<file path="src/rtl/sbf_pkg.sv">
package sbf_pkg;

   // control word, bit 0 at the bottom
   typedef struct packed {
      logic hang_off;   // bit 4
      logic rx_len2;    // bit 3
      logic tx_len2;    // bit 2
      logic rx_flush;   // bit 1
      logic tx_flush;   // bit 0
   } sbf_ctl_t;

   localparam int unsigned CTL_USED = $bits(sbf_ctl_t);

   localparam logic [1:0] LVL_EMPTY = 2'b00;
   localparam logic [1:0] LVL_ONE   = 2'b01;
   localparam logic [1:0] LVL_FULL  = 2'b11;

   function automatic logic [1:0] lvl_code(input logic hidden,
                                           input logic none,
                                           input logic all);
      if (hidden || none) return LVL_EMPTY;
      else if (all)       return LVL_FULL;
      else                return LVL_ONE;
   endfunction

endpackage

</file>
<file path="src/rtl/sbf_ctl_reg.sv">
module sbf_ctl_reg
   import sbf_pkg::*;
#(
   parameter int unsigned CTL_W = 16
) (
   input  logic             clk,
   input  logic             rst_n,
   input  logic             wr,
   input  logic [CTL_W-1:0] wdata,
   output sbf_ctl_t         ctl,
   output logic [CTL_W-1:0] rdata
);

   initial begin
      assert (CTL_W >= CTL_USED) else $error("control word too narrow");
   end

   sbf_ctl_t ctl_q;

   always_ff @(posedge clk or negedge rst_n) begin
      if (!rst_n)  ctl_q <= '0;
      else if (wr) ctl_q <= sbf_ctl_t'(wdata[CTL_USED-1:0]);
   end

   assign ctl = ctl_q;

   generate
      if (CTL_W > CTL_USED) begin : g_pad
         assign rdata = {{(CTL_W-CTL_USED){1'b0}}, ctl_q};
      end else begin : g_nopad
         assign rdata = ctl_q;
      end
   endgenerate

   // written value appears on the readback one cycle later
   a_r2_ctl_load: assert property (@(posedge clk) disable iff (!rst_n)
      wr |=> rdata[CTL_USED-1:0] == $past(wdata[CTL_USED-1:0]))
      else $error("control load mismatch");

endmodule

</file>
<file path="src/rtl/sbf_ring.sv">
module sbf_ring #(
   parameter int unsigned DATA_W = 8,
   parameter int unsigned SLOTS  = 2
) (
   input  logic                              clk,
   input  logic                              rst_n,
   input  logic                              clr,
   input  logic                              push,
   input  logic                              pop,
   input  logic [DATA_W-1:0]                 din,
   output logic [DATA_W-1:0]                 head,
   output logic [$clog2(SLOTS+1)-1:0]        cnt
);

   localparam int unsigned CNT_W = $clog2(SLOTS+1);

   initial begin
      assert (SLOTS >= 2) else $error("ring needs at least two slots");
      assert (DATA_W >= 1) else $error("ring data width must be positive");
   end

   logic [DATA_W-1:0] slot_q  [SLOTS];
   logic [DATA_W-1:0] shifted [SLOTS];
   logic [CNT_W-1:0]  cnt_q;
   logic [CNT_W-1:0]  wr_idx;

   // next-younger slot for each position, zero behind the tail
   generate
      for (genvar g = 0; g < SLOTS; g++) begin : g_shift
         if (g < SLOTS-1) begin : g_mid
            assign shifted[g] = slot_q[g+1];
         end else begin : g_tail
            assign shifted[g] = '0;
         end
      end
   endgenerate

   assign wr_idx = cnt_q - CNT_W'(pop);

   always_ff @(posedge clk or negedge rst_n) begin
      if (!rst_n) begin
         for (int i = 0; i < SLOTS; i++) slot_q[i] <= '0;
      end else begin
         for (int i = 0; i < SLOTS; i++) begin
            if (push && wr_idx == CNT_W'(i)) slot_q[i] <= din;
            else if (pop)                    slot_q[i] <= shifted[i];
         end
      end
   end

   always_ff @(posedge clk or negedge rst_n) begin
      if (!rst_n)   cnt_q <= '0;
      else if (clr) cnt_q <= '0;
      else          cnt_q <= cnt_q - CNT_W'(pop) + CNT_W'(push);
   end

   assign head = slot_q[0];
   assign cnt  = cnt_q;

   // callers never over- or under-run the storage
   a_r3_no_overflow: assert property (@(posedge clk) disable iff (!rst_n)
      push |-> (cnt_q - CNT_W'(pop)) < CNT_W'(SLOTS))
      else $error("push into full ring");

   a_r7_no_underflow: assert property (@(posedge clk) disable iff (!rst_n)
      pop |-> cnt_q != '0)
      else $error("pop from empty ring");

   a_r3_count_bound: assert property (@(posedge clk) disable iff (!rst_n)
      cnt_q <= CNT_W'(SLOTS))
      else $error("ring count out of range");

endmodule

</file>
<file path="src/rtl/sbf_tx_side.sv">
module sbf_tx_side
   import sbf_pkg::*;
#(
   parameter int unsigned DATA_W = 8,
   parameter int unsigned SLOTS  = 2
) (
   input  logic              clk,
   input  logic              rst_n,
   input  logic              flush,
   input  logic              len2,
   input  logic              host_wr,
   input  logic [DATA_W-1:0] host_data,
   input  logic              eng_pop,
   output logic              eng_valid,
   output logic [DATA_W-1:0] eng_head,
   output logic [1:0]        level,
   output logic              irq,
   output logic              err
);

   localparam int unsigned CNT_W = $clog2(SLOTS+1);

   logic [CNT_W-1:0] cnt;
   logic             full, none, wr_ok, pop_ok, err_q;

   assign full   = (cnt == CNT_W'(SLOTS));
   assign none   = (cnt == '0);
   assign wr_ok  = host_wr && !flush && !full;
   assign pop_ok = eng_pop && !flush && !none;

   sbf_ring #(.DATA_W(DATA_W), .SLOTS(SLOTS)) ring_i (
      .clk  (clk),
      .rst_n(rst_n),
      .clr  (flush),
      .push (wr_ok),
      .pop  (pop_ok),
      .din  (host_data),
      .head (eng_head),
      .cnt  (cnt)
   );

   always_ff @(posedge clk or negedge rst_n) begin
      if (!rst_n)                          err_q <= 1'b0;
      else if (host_wr && !flush && full)  err_q <= 1'b1;
   end

   assign err       = err_q;
   assign eng_valid = !flush && !none;
   assign level     = lvl_code(flush, none, full);
   assign irq       = len2 ? (level == LVL_EMPTY) : (level != LVL_FULL);

   // a write into a full queue is flagged and the flag sticks
   a_r6_full_write_flag: assert property (@(posedge clk) disable iff (!rst_n)
      (host_wr && !flush && full) |=> err)
      else $error("full write not flagged");

   a_r6_err_sticky: assert property (@(posedge clk) disable iff (!rst_n)
      err |=> err)
      else $error("tx error flag dropped");

   a_r6_full_keeps_head: assert property (@(posedge clk) disable iff (!rst_n)
      (full && host_wr && !eng_pop && !flush) |=> (eng_head == $past(eng_head)) && full)
      else $error("full write disturbed contents");

   // a held flush leaves nothing behind
   a_r5_flush_clears: assert property (@(posedge clk) disable iff (!rst_n)
      flush |=> none)
      else $error("tx flush left data");

endmodule

</file>
<file path="src/rtl/sbf_rx_side.sv">
module sbf_rx_side
   import sbf_pkg::*;
#(
   parameter int unsigned DATA_W = 8,
   parameter int unsigned SLOTS  = 2
) (
   input  logic              clk,
   input  logic              rst_n,
   input  logic              flush,
   input  logic              len2,
   input  logic              hang_off,
   input  logic              eng_push,
   input  logic [DATA_W-1:0] eng_data,
   input  logic              host_rd,
   output logic              host_valid,
   output logic [DATA_W-1:0] host_head,
   output logic [1:0]        level,
   output logic              irq,
   output logic              err,
   output logic              eng_full,
   output logic              eng_stall
);

   localparam int unsigned CNT_W = $clog2(SLOTS+1);

   logic [CNT_W-1:0] cnt;
   logic             full, none, rd_ok, accept, overwrite, err_q;

   assign full      = (cnt == CNT_W'(SLOTS));
   assign none      = (cnt == '0);
   assign rd_ok     = host_rd && !flush && !none;
   assign accept    = eng_push && !flush && (!full || hang_off);
   assign overwrite = accept && full && !rd_ok;

   sbf_ring #(.DATA_W(DATA_W), .SLOTS(SLOTS)) ring_i (
      .clk  (clk),
      .rst_n(rst_n),
      .clr  (flush),
      .push (accept),
      .pop  (rd_ok || overwrite),
      .din  (eng_data),
      .head (host_head),
      .cnt  (cnt)
   );

   always_ff @(posedge clk or negedge rst_n) begin
      if (!rst_n)                       err_q <= 1'b0;
      else if (host_rd && !rd_ok)       err_q <= 1'b1;
   end

   assign err        = err_q;
   assign host_valid = !flush && !none;
   assign eng_full   = flush || full;
   assign eng_stall  = !flush && full && !hang_off;
   assign level      = lvl_code(flush, none, full);
   assign irq        = len2 ? (level == LVL_FULL) : (level != LVL_EMPTY);

   // a stalled push changes nothing
   a_r11_stall_holds: assert property (@(posedge clk) disable iff (!rst_n)
      (eng_stall && eng_push && !host_rd) |=> full && (host_head == $past(host_head)))
      else $error("stalled push altered contents");

   // overwrite keeps the queue full
   a_r12_overwrite_full: assert property (@(posedge clk) disable iff (!rst_n)
      (hang_off && full && eng_push && !flush && !host_rd) |=> full)
      else $error("overwrite lost occupancy");

   // an empty read is flagged
   a_r10_empty_read_flag: assert property (@(posedge clk) disable iff (!rst_n)
      (host_rd && none) |=> err)
      else $error("empty read not flagged");

   a_r10_err_sticky: assert property (@(posedge clk) disable iff (!rst_n)
      err |=> err)
      else $error("rx error flag dropped");

   // a held flush leaves nothing behind
   a_r9_flush_clears: assert property (@(posedge clk) disable iff (!rst_n)
      flush |=> none)
      else $error("rx flush left data");

endmodule

</file>
<file path="src/rtl/sbf_pair.sv">
module sbf_pair
   import sbf_pkg::*;
#(
   parameter int unsigned DATA_W          = 8,
   parameter int unsigned CTL_W           = 16,
   parameter int unsigned SLOTS           = 2,
   parameter bit          ZERO_WHEN_EMPTY = 1'b1
) (
   input  logic              clk,
   input  logic              rst_n,
   input  logic              ctl_wr,
   input  logic [CTL_W-1:0]  ctl_wdata,
   output logic [CTL_W-1:0]  ctl_rdata,
   input  logic              host_tx_wr,
   input  logic [DATA_W-1:0] host_tx_data,
   input  logic              host_rx_rd,
   output logic [DATA_W-1:0] host_rx_data,
   input  logic              eng_tx_pop,
   output logic              eng_tx_valid,
   output logic [DATA_W-1:0] eng_tx_data,
   input  logic              eng_rx_push,
   input  logic [DATA_W-1:0] eng_rx_data,
   output logic              eng_rx_full,
   output logic              eng_rx_stall,
   output logic [1:0]        tx_level,
   output logic [1:0]        rx_level,
   output logic              tx_irq,
   output logic              rx_irq,
   output logic              tx_err,
   output logic              rx_err
);

   initial begin
      assert (SLOTS == 2) else $error("two-bit level code needs exactly two slots");
   end

   sbf_ctl_t          ctl;
   logic [DATA_W-1:0] tx_head, rx_head;
   logic              rx_valid;

   sbf_ctl_reg #(.CTL_W(CTL_W)) ctl_i (
      .clk  (clk),
      .rst_n(rst_n),
      .wr   (ctl_wr),
      .wdata(ctl_wdata),
      .ctl  (ctl),
      .rdata(ctl_rdata)
   );

   sbf_tx_side #(.DATA_W(DATA_W), .SLOTS(SLOTS)) tx_i (
      .clk      (clk),
      .rst_n    (rst_n),
      .flush    (ctl.tx_flush),
      .len2     (ctl.tx_len2),
      .host_wr  (host_tx_wr),
      .host_data(host_tx_data),
      .eng_pop  (eng_tx_pop),
      .eng_valid(eng_tx_valid),
      .eng_head (tx_head),
      .level    (tx_level),
      .irq      (tx_irq),
      .err      (tx_err)
   );

   sbf_rx_side #(.DATA_W(DATA_W), .SLOTS(SLOTS)) rx_i (
      .clk       (clk),
      .rst_n     (rst_n),
      .flush     (ctl.rx_flush),
      .len2      (ctl.rx_len2),
      .hang_off  (ctl.hang_off),
      .eng_push  (eng_rx_push),
      .eng_data  (eng_rx_data),
      .host_rd   (host_rx_rd),
      .host_valid(rx_valid),
      .host_head (rx_head),
      .level     (rx_level),
      .irq       (rx_irq),
      .err       (rx_err),
      .eng_full  (eng_rx_full),
      .eng_stall (eng_rx_stall)
   );

   generate
      if (ZERO_WHEN_EMPTY) begin : g_gate
         assign eng_tx_data  = eng_tx_valid ? tx_head : '0;
         assign host_rx_data = rx_valid     ? rx_head : '0;
      end else begin : g_raw
         assign eng_tx_data  = tx_head;
         assign host_rx_data = rx_head;
      end
   endgenerate

   // flush answers differ per direction
   a_r5_tx_flush_empty: assert property (@(posedge clk) disable iff (!rst_n)
      $past(ctl.tx_flush) && ctl.tx_flush |-> !eng_tx_valid && tx_level == LVL_EMPTY)
      else $error("tx flush not reported empty");

   a_r9_rx_flush_full: assert property (@(posedge clk) disable iff (!rst_n)
      $past(ctl.rx_flush) && ctl.rx_flush |-> eng_rx_full && !eng_rx_stall && rx_level == LVL_EMPTY)
      else $error("rx flush not reported full");

endmodule

</file>
<file path="config.mk">
export PLATFORM = sky130hd
export DESIGN_NAME = sbf_pair
export DESIGN_NICKNAME = d
export VERILOG_FILES = /design/src/rtl/sbf_pkg.sv /design/src/rtl/sbf_ctl_reg.sv /design/src/rtl/sbf_ring.sv /design/src/rtl/sbf_tx_side.sv /design/src/rtl/sbf_rx_side.sv /design/src/rtl/sbf_pair.sv
export SDC_FILE = /design/constraint.sdc
export NUM_CORES = 1
export LEC_CHECK = 0
export BUFFER_PORTS_ARGS = -buffer_cell sky130_fd_sc_hd__buf_2
export CAP_MARGIN = 20
export CORE_ASPECT_RATIO = 1.2
export CORE_MARGIN = 3
export CORE_UTILIZATION = 45
export DETAILED_ROUTE_END_ITERATION = 12
export PLACE_DENSITY_LB_ADDON = 0.2
export SLEW_MARGIN = 10
export SYNTH_ARGS = -nofsm -noshare
export SYNTH_HDL_FRONTEND = slang
export SYNTH_HIERARCHICAL = 1
export SYNTH_SLANG_ARGS = --single-unit
</file>
<file path="constraint.sdc">
create_clock -name clk -period 1.8 [get_ports clk]
set_input_delay 0.36 -clock clk [delete_from_list [all_inputs] [get_ports clk]]
set_output_delay 0.36 -clock clk [all_outputs]
set_load 0.05 [all_outputs]
</file>
; ---- Word level (Yosys, flattened, before mapping)
; Index checks and enable logic that the tools add are counted.
[word_totals]
register_bits = 43
elab_cells = 84
[op_classes]
add_sub_neg = 4
eq_ne = 6
mux = 18
n_reduce_logical = 43
[ops]
columns = operator, n
row1 = 8-bit two-way mux, 10
row2 = 1-bit logical AND, 20
row3 = 2-bit two-way mux, 6
row4 = 2-bit zero test, 5
row5 = 2-bit nonzero test, 5
row6 = 1-bit zero test, 8
row7 = "2-bit equality test, second input constant", 3
row8 = 1-bit logical OR, 5
row9 = 2-bit by 1-bit adder with 2-bit output, 2
row10 = "2-bit by 1-bit equality test with 1-bit output, second input constant", 2
row11 = 2-bit by 1-bit subtractor with 2-bit output, 2
row12 = 1-bit two-way mux, 2
row13 = "2-bit inequality test, second input constant", 1

; ---- Depth between registers and ports, before layout
; Gate-level depths: netlist of the first run.
[logic_depth]
depth_word = 11
mapped_depth = 7
ltp_nobuf = 6

; ---- Cells and area by module
; Netlist of the first run, hierarchy kept.
[modules_own_cells]
columns = module, instances, cells_each, area_per_inst_um2, seq_area_each_um2
row1 = sbf_ring, 2, 64, 888.4, 450.4
row2 = sbf_ctl_reg, 1, 27, 305.3, 125.1
row3 = sbf_rx_side, 1, 15, 123.9, 25.0
row4 = sbf_pair, 1, 16, 100.1, 0.0
row5 = sbf_tx_side, 1, 13, 98.8, 25.0

; ---- Worst setup path after synthesis of the first run
; OpenSTA, ideal clock, no wires.
[synth_timing]
kind = reg-to-output
startpoint = register ctl_i.ctl_q (netlist bit ctl_i/ctl[0])
endpoint = output port eng_tx_data[0]
arrival_ns = 1.842
slack_ns = -0.402
path_stages_with_launch = 3
path_buffers = 0
path_cell_list = dfrtp_1 > nor2_1 > and2_1
[synth_between]
elab_chain_cells = 3
[synth_rtl]
columns = item, line_no
row1 = "start, declared", sbf_ctl_reg.sv:18  ; sbf_ctl_t ctl_q;
row2 = "start signal, assigned", sbf_ctl_reg.sv:22  ; else if (wr) ctl_q <= sbf_ctl_t'(wdata[CTL_USED-1:0]);
row3 = 1-bit zero test, sbf_tx_side.sv:48  ; assign eng_valid = !flush && !none;
row4 = 1-bit logical AND, sbf_tx_side.sv:48
row5 = named net eng_tx_valid, sbf_pair.sv:19  ; output logic eng_tx_valid,
row6 = 8-bit two-way mux, sbf_pair.sv:85  ; assign eng_tx_data = eng_tx_valid ? tx_head : '0;
row7 = "end, declared", sbf_pair.sv:20  ; output logic [DATA_W-1:0] eng_tx_data,
; The timed path passes the listed nets, and every way through them passes these cells.

; ---- Worst setup path after layout of the first run
[layout_timing]
startpoint = register rx_i.ring_i.cnt_q[0] (netlist: rx_i/ring_i/cnt[0])
endpoint = register rx_i.ring_i.slot_q (netlist bit rx_i/ring_i/shifted[11])
[layout_between]
elab_chain_cells = 11
[layout_rtl]
columns = item, line_no
row1 = "start, declared", sbf_ring.sv:24  ; logic [CNT_W-1:0] cnt_q;
row2 = "start signal, assigned", sbf_ring.sv:54  ; else cnt_q <= cnt_q - CNT_W'(pop) + CNT_W'(push);
row3 = 2-bit equality test, sbf_rx_side.sv:29  ; assign full = (cnt == CNT_W'(SLOTS));
row4 = 1-bit zero test, sbf_rx_side.sv:32  ; assign accept = eng_push && !flush && (!full || hang_off);
row5 = 1-bit logical OR, sbf_rx_side.sv:32
row6 = 1-bit logical AND, sbf_rx_side.sv:32
row7 = 1-bit logical AND (2 in a row), sbf_rx_side.sv:33  ; assign overwrite = accept && full && !rd_ok;
row8 = 1-bit logical OR, sbf_rx_side.sv:40  ; .pop (rd_ok || overwrite),
row9 = 2-bit by 1-bit subtractor with 2-bit output, sbf_ring.sv:38  ; assign wr_idx = cnt_q - CNT_W'(pop);
row10 = 2-bit by 1-bit equality test with 1-bit output, sbf_ring.sv:45  ; if (push && wr_idx == CNT_W'(i)) slot_q[i] <= din;
row11 = 1-bit logical AND, sbf_ring.sv:45
row12 = 8-bit two-way mux / 2-bit nonzero test (equally long branches), n/a
row13 = "end signal, assigned by index", sbf_ring.sv:45
row14 = "end signal, assigned by index", sbf_ring.sv:46  ; else if (pop) slot_q[i] <= shifted[i];
row15 = "end, declared", sbf_ring.sv:22  ; logic [DATA_W-1:0] slot_q [SLOTS];
; Parallel ways exist; a longest one is shown, timed or not.
; A chain may end at the register's enable or synchronous reset.

==> results.yml, run 1 <==
grt:
  grt_max_degree: 23
  use_met3_pct: 4.103
  grt_usage_pct: 16.86
  antenna_found_initial: 0
  grt_overflow: 0
  met2_usage_pct: 29.39
  grt_pass1_wl_um: 8238
  grt_pass1_vias: 1773
  grt-busiest-layer: "met2"
  met1_usage_pct: 19.87
die:
  ios: 82
  die_y_um: 86.08
  start_util_pct: 47.67
  die-area_mm2: 0.006261
  die_w_um: 72.74
  core-area_mm2: 0.005045
  rows: 28
critical_path:
  crit_type: "reg -> reg"
  critical_path.most_common_cell: "buf_6"
  cp-end-kind: "register"
  cp_slowest_cell: "dfrtp_1"
  worstPathRequired_ps: 1980
  worstSetupEndpoint: "rx_i/ring_i/shifted[11]"
  worstReg2RegStart: "rx_i/ring_i/cnt[0]"
  ff2ff_path_depth: 8
  crit_start: "rx_i/ring_i/cnt[0]"
  critical-path-max-stage-delay_ps: 410
  crit_family: "flip-flops"
  crit_path_cell_trace: "buf_6 > o21bai_4 > a21oi_2 > ha_4 > xor2_2 > or3_4 > buf_6 > mux2_4"
  critical_path_depth: 8
  cp.arrival_ps: 2120
  rrSetupSlack_ps: -140
  cp-start-kind: "register"
  critPathBufInv: 2
  rr_endpoint: "rx_i/ring_i/shifted[11]"
  crit_fanout: 5
status:
  violations: "negative setup slack"
  status: "finished, violations left"
synthesis:
  yosysSeqAreaShare_pct: 44.75
  netlist_instances: 199
  yosys.cell_types.count: 30
  netlist_area_mm2: 0.002405
  syn_area_per_cell_um2: 12.08
  yosys_warnings: 6
  synth-seq-cells: 43
flow_run:
  cap_violations: 0
final_layout:
  drive_gt1_share_pct: 67.47
  seq_area_mm2: 0.001077
  multi_input_area_mm2: 0.001390
  area_delta_synth_final_pct: 43.76
  antenna-diode-count: 0
  fillCellCount: 396
  fin_util_pct: 68.53
  final_nets: 329
timing:
  finalSetupTns_ps: -3423
  setup_slack_ps: -139.4
  rsz0062_at_grt: "true"
  fin_crit_sh_pct: 107.7
  hold_viol: 0
  timing.hold.ws_ps: 36.41
  max-slew-margin-rel_pct: 64.75
  drv_slew: 0
  period_needed_ps: 1939
  max_freq_mhz: 515.6
  setup_viol: 37
  worst_pin_slew_ps: 528.8
  finClkSkew_ps: 6.317
min_path:
  hp-class: "in -> async"
place:
  place_ws_ps: -173.3
  place_congestion: 0.7755
  numPortBuffers: 59
  hpwl_um: 3410
pwr:
  vdd.ir_drop.worst_mv: 0.7495
  pwr_density_cell_mw_per_mm2: 1360
  p_leak_nw: 1.717
drt:
  via_per_inst: 4.957
  wl_per_cell_um: 15.03
  first_pass_iters: 4
  drtIter0Drc: 47
  drc: 0
  vias: 1730
  totalWireLength_um: 5244
  antenna_left: 0
clocking:
  clkTransAtPathRegs_ps: 80
  ctsHoldBuffers: 0
  cts_buffers: 5
  clk_latency_ps: 290
  ctsHtreeMaxLevel: 2
  clock_sinks: 43
  cts_root_buffer: "clkbuf_8"
  clock_path_buffers: 2
  cts_tree: "yes"
-- logic make-up (layout without fill, tap and decap cells) --
family,Yosys count,in the layout,synth area share [%]
mux,53,53,27.32
simple gates,53,54,13.63
flops,43,43,44.74
buf+inv,32,111,8.637
compound gates,13,13,3.746
fa+ha+maj,2,2,1.040
xor+xnor,2,2,0.7285
other cells,1,11,0.1559
-- worst min path at each step --
stage          depth (start not counted)                 endpoint  start  slack (ps)
2_1_floorplan                          0             ctl_i/ctl[0]  rst_n          60
3_3_place_gp                           1  tx_i/ring_i/shifted[14]  rst_n         370
3_5_place_dp                           1  tx_i/ring_i/shifted[14]  rst_n         370
4_1_cts                                1  tx_i/ring_i/shifted[14]  rst_n          50
5_1_grt                                1  tx_i/ring_i/shifted[14]  rst_n          60
6_report                               1  tx_i/ring_i/shifted[14]  rst_n          40
-- power by group --
group | switching, W | internal, W | total (W) | leakage, nW
registers | 0.000180 | 0.00131 | 0.00149 | 0.535
logic | 0.00119 | 0.00136 | 0.00255 | 1.13
clock network | 0.000311 | 0.000350 | 0.000661 | 0.0515
total | 0.00168 | 0.00303 | 0.00470 | 1.72
-- timing repair --
action	CTS	global route
resized for setup	77	40
setup buffers	5	4
cloned	2	1
pin swaps	8	11
setup endpoints to repair	56	59
-- cell usage after synthesis (all sizes together) --
master,instances,area [µm²]
inv,8,30.03
conb,1,3.750
nand3b,1,7.510
dfrtp,43,1076
nor2b,17,106.4
nand2,3,11.26
xor2,2,17.52
and2,17,106.4
nor3b,1,12.51
buf,24,177.7
nor2,6,27.52
nor3,1,5.000
o211a,1,10.01
o21bai,1,18.77
mux2,53,656.9
o21ai,3,15.01
ha,2,25.02
a31o,1,8.760
and3,1,6.260
a21oi,6,30.03
or3,2,12.51
or2,2,12.51
nand2b,2,20.02
a21o,1,7.510
-- cells in the final DEF, fill, tap and decap left out, drive strengths merged --
cell type	netlist	routed
a21o	1	1
a21oi	6	6
a31o	1	1
and2	17	17
and3	1	1
buf	24	94
clkbuf	0	8
clkinvlp	0	2
conb	1	11
dfrtp	43	43
ha	2	2
inv	8	7
mux2	53	53
nand2	3	3
nand2b	2	2
nand3b	1	1
nor2	6	7
nor2b	17	17
nor3	1	1
nor3b	1	1
o211a	1	1
o21ai	3	3
o21bai	1	1
or2	2	2
or3	2	2
xor2	2	2
-- metal layers --
metal	vias to the layer above	routed length, µm
li1	814	-
met1	857	2039
met2	52	2887
met3	7	253
met4	0	64
met5	-	0
-- cell type report --
type | instances | area share, %
Tap cell | 60 | 2.172
Multi-Input combinational cell | 135 | 40.21
Timing Repair Buffer | 94 | 22.37
Clock buffer | 8 | 2.895
Timing Repair inverter | 1 | 0.2172
Sequential cell | 43 | 31.16
Inverter | 8 | 0.9772
-- state kept, by name, indices dropped and copies added, names as in the netlist --
| register | count |
|---|---|
| tx_i/ring_i/head | 8 |
| rx_i/ring_i/head | 8 |
| rx_i/ring_i/shifted | 8 |
| ctl_i/ctl | 5 |
| rx_i/err | 1 |
| tx_i/err | 1 |
| tx_i/ring_i/cnt | 2 |
| rx_i/ring_i/cnt | 2 |
| tx_i/ring_i/shifted | 8 |
-- per-stage QoR --
stage	instance area, µm²	instances	total power, W
2_1_floorplan	2462	209	0.002997
5_1_grt	3457	349	0.004980
6_report	3457	349	0.004703
3_3_place_gp	2903	334	0.003443
3_5_place_dp	2903	334	0.003491
4_1_cts	3308	348	0.004516
No activity file was read; power rests on OpenSTA's default activity.
==> inputs of run 2 (changes only) <==
CELL_PAD_IN_SITES_DETAIL_PLACEMENT = 1   (was unset)
CELL_PAD_IN_SITES_GLOBAL_PLACEMENT = 1   (was unset)
CORE_MARGIN = 2   (was 3)
CORE_UTILIZATION = 35   (was 45)
==> run 2 against run 1 <==
The flow still finishes with violations (negative setup slack); via count fell by 1.8%; first-iteration DRC count is 2.1% lower; global-route usage decreased by 2.1 points; sequential share of layout area is 0.39 points lower; worst setup slack worse by 53 ps; count of clock-buffer cells in the layout fell by 2; routed wire length rose by 4.7%; non-clock buffer count fell by 3; clock skew increased by 1.7 ps; register-to-register slack worse by 50 ps; power increased by 1.9%; worst hold slack got worse by 25 ps; critical path type unchanged; largest power group unchanged.
==> results.yml, run 2 (same netlist as run 1, synthesis figures left out) <==
status:
  status: "finished, violations left"
  violations: "negative setup slack"
die:
  start_util_pct: 35.73
  die_w_um: 79.67
  ios: 82
  rows: 33
  die_y_um: 94.80
  core-area_mm2: 0.006730
  die-area_mm2: 0.007553
drt:
  antenna_left: 0
  via_per_inst: 4.555
  totalWireLength_um: 5492
  vias: 1699
  drtIter0Drc: 46
  wl_per_cell_um: 14.72
  first_pass_iters: 4
  drc: 0
min_path:
  hp-class: "in -> async"
final_layout:
  multi_input_area_mm2: 0.001384
  area_delta_synth_final_pct: 45.58
  seq_area_mm2: 0.001077
  final_common_cell: "dfrtp_1"
  final_nets: 326
  layout_common_cells: "42 x dfrtp_1, 36 x buf_2, 28 x mux2_2"
  antenna-diode-count: 0
  drive_gt1_share_pct: 68.88
  fillCellCount: 723
critical_path:
  crit_type: "reg -> reg"
  ff2ff_path_depth: 6
  cp.arrival_ps: 2170
  worstPathRequired_ps: 1980
  worstSetupEndpoint: "rx_i/ring_i/shifted[8]"
  crit_start: "rx_i/ring_i/cnt[0]"
  rrSetupSlack_ps: -190
  worstReg2RegStart: "rx_i/ring_i/cnt[0]"
  cp-start-kind: "register"
  rr_endpoint: "rx_i/ring_i/shifted[8]"
  cp-end-kind: "register"
  crit_fanout: 4
timing:
  fin_crit_sh_pct: 110.7
  finClkSkew_ps: 7.970
  setup_slack_ps: -192.3
  finalSetupTns_ps: -3625
  period_needed_ps: 1992
  max_freq_mhz: 501.9
  setup_viol: 33
  hold_viol: 0
  rsz0062_at_grt: "true"
  drv_slew: 0
  timing.hold.ws_ps: 11.23
place:
  hpwl_um: 3677
  numPortBuffers: 59
  place_congestion: 0.6765
grt:
  grt_usage_pct: 14.77
  grt_pass1_wl_um: 8652
  grt_max_degree: 27
  grt_pass1_vias: 1819
  antenna_found_initial: 0
  grt_overflow: 0
clocking:
  clkTransAtPathRegs_ps: 80
  clock_sinks: 43
  cts_tree: "yes"
  clock_path_buffers: 2
  ctsHtreeMaxLevel: 2
  clk_latency_ps: 290
  cts_buffers: 5
  cts_root_buffer: "clkbuf_8"
  ctsHoldBuffers: 0
pwr:
  pwr_density_cell_mw_per_mm2: 1369
  p_leak_nw: 1.710
  vdd.ir_drop.worst_mv: 0.6531
flow_run:
  cap_violations: 0
## run 2: metrics by stage
step	utilization, %	cells	area [µm²]	total power, W	setup WS [ps]
final	52.02	373	3501	0.004793	-192.3
after CTS	49.77	374	3349	0.004653	-211.5
after global routing	52.02	373	3501	0.005097	-261.5
after global placement	43.82	361	2949	0.003488	-173.6
after floorplan	-	209	2462	0.002997	-118.9
after detailed placement	43.82	361	2949	0.003534	-240.2
## run 2: what timing repair did
item | in CTS | in global routing
gates resized for setup | 78 | 41
buffers inserted | 3 | 2
setup endpoints to repair | 54 | 56
pin swaps | 7 | 13
gates cloned | 2 | 1
## run 2: report_power, final
part           internal, W  total (W)  switching (W)
Sequential         0.00131    0.00149       0.000181
Clock             0.000449   0.000778       0.000328
Combinational      0.00134    0.00252        0.00118
Total              0.00310    0.00479        0.00169
## run 2: worst max-delay path, stage by stage (launching register included)
cell and delay [ps]:
dfrtp_1 420, nand3b_1 190, a21oi_2 220, ha_4 240, or3_4 380, buf_4 170
mux2_4 290
## run 2: final cells by class
cell class	count	area share, %
Multi-Input combinational cell	135	39.53
Sequential cell	43	30.77
Timing Repair Buffer	91	22.05
Tap cell	87	3.109
Clock buffer	6	2.359
Clock inverter	2	1.001
Inverter	8	0.9650
Timing Repair inverter	1	0.2144
## run 2: per-layer routing
| layer | vias up | part of all wire, % | track usage [%] |
|---|---|---|---|
| met2 | 34 | 56 | 27.31 |
| li1 | 805 | - | - |
| met4 | 0 | 0.44 | 4.310 |
| met1 | 858 | 40 | 17.58 |
| met5 | - | 0 | 0 |
| met3 | 2 | 3.1 | 2.103 |
## run 2: worst min-delay path by stage
stage | to | from | slack [ps] | cells past startpoint
2_1_floorplan | ctl_i/ctl[0] | rst_n | 60 | 0
3_3_place_gp | rx_i/ring_i/shifted[15] | rst_n | 340 | 1
3_5_place_dp | rx_i/ring_i/shifted[15] | rst_n | 340 | 1
4_1_cts | tx_i/ring_i/cnt[1] | rst_n | 20 | 1
5_1_grt | rx_i/ring_i/head[7] | rst_n | 40 | 1
6_report | ctl_i/ctl[1] | rst_n | 10 | 1
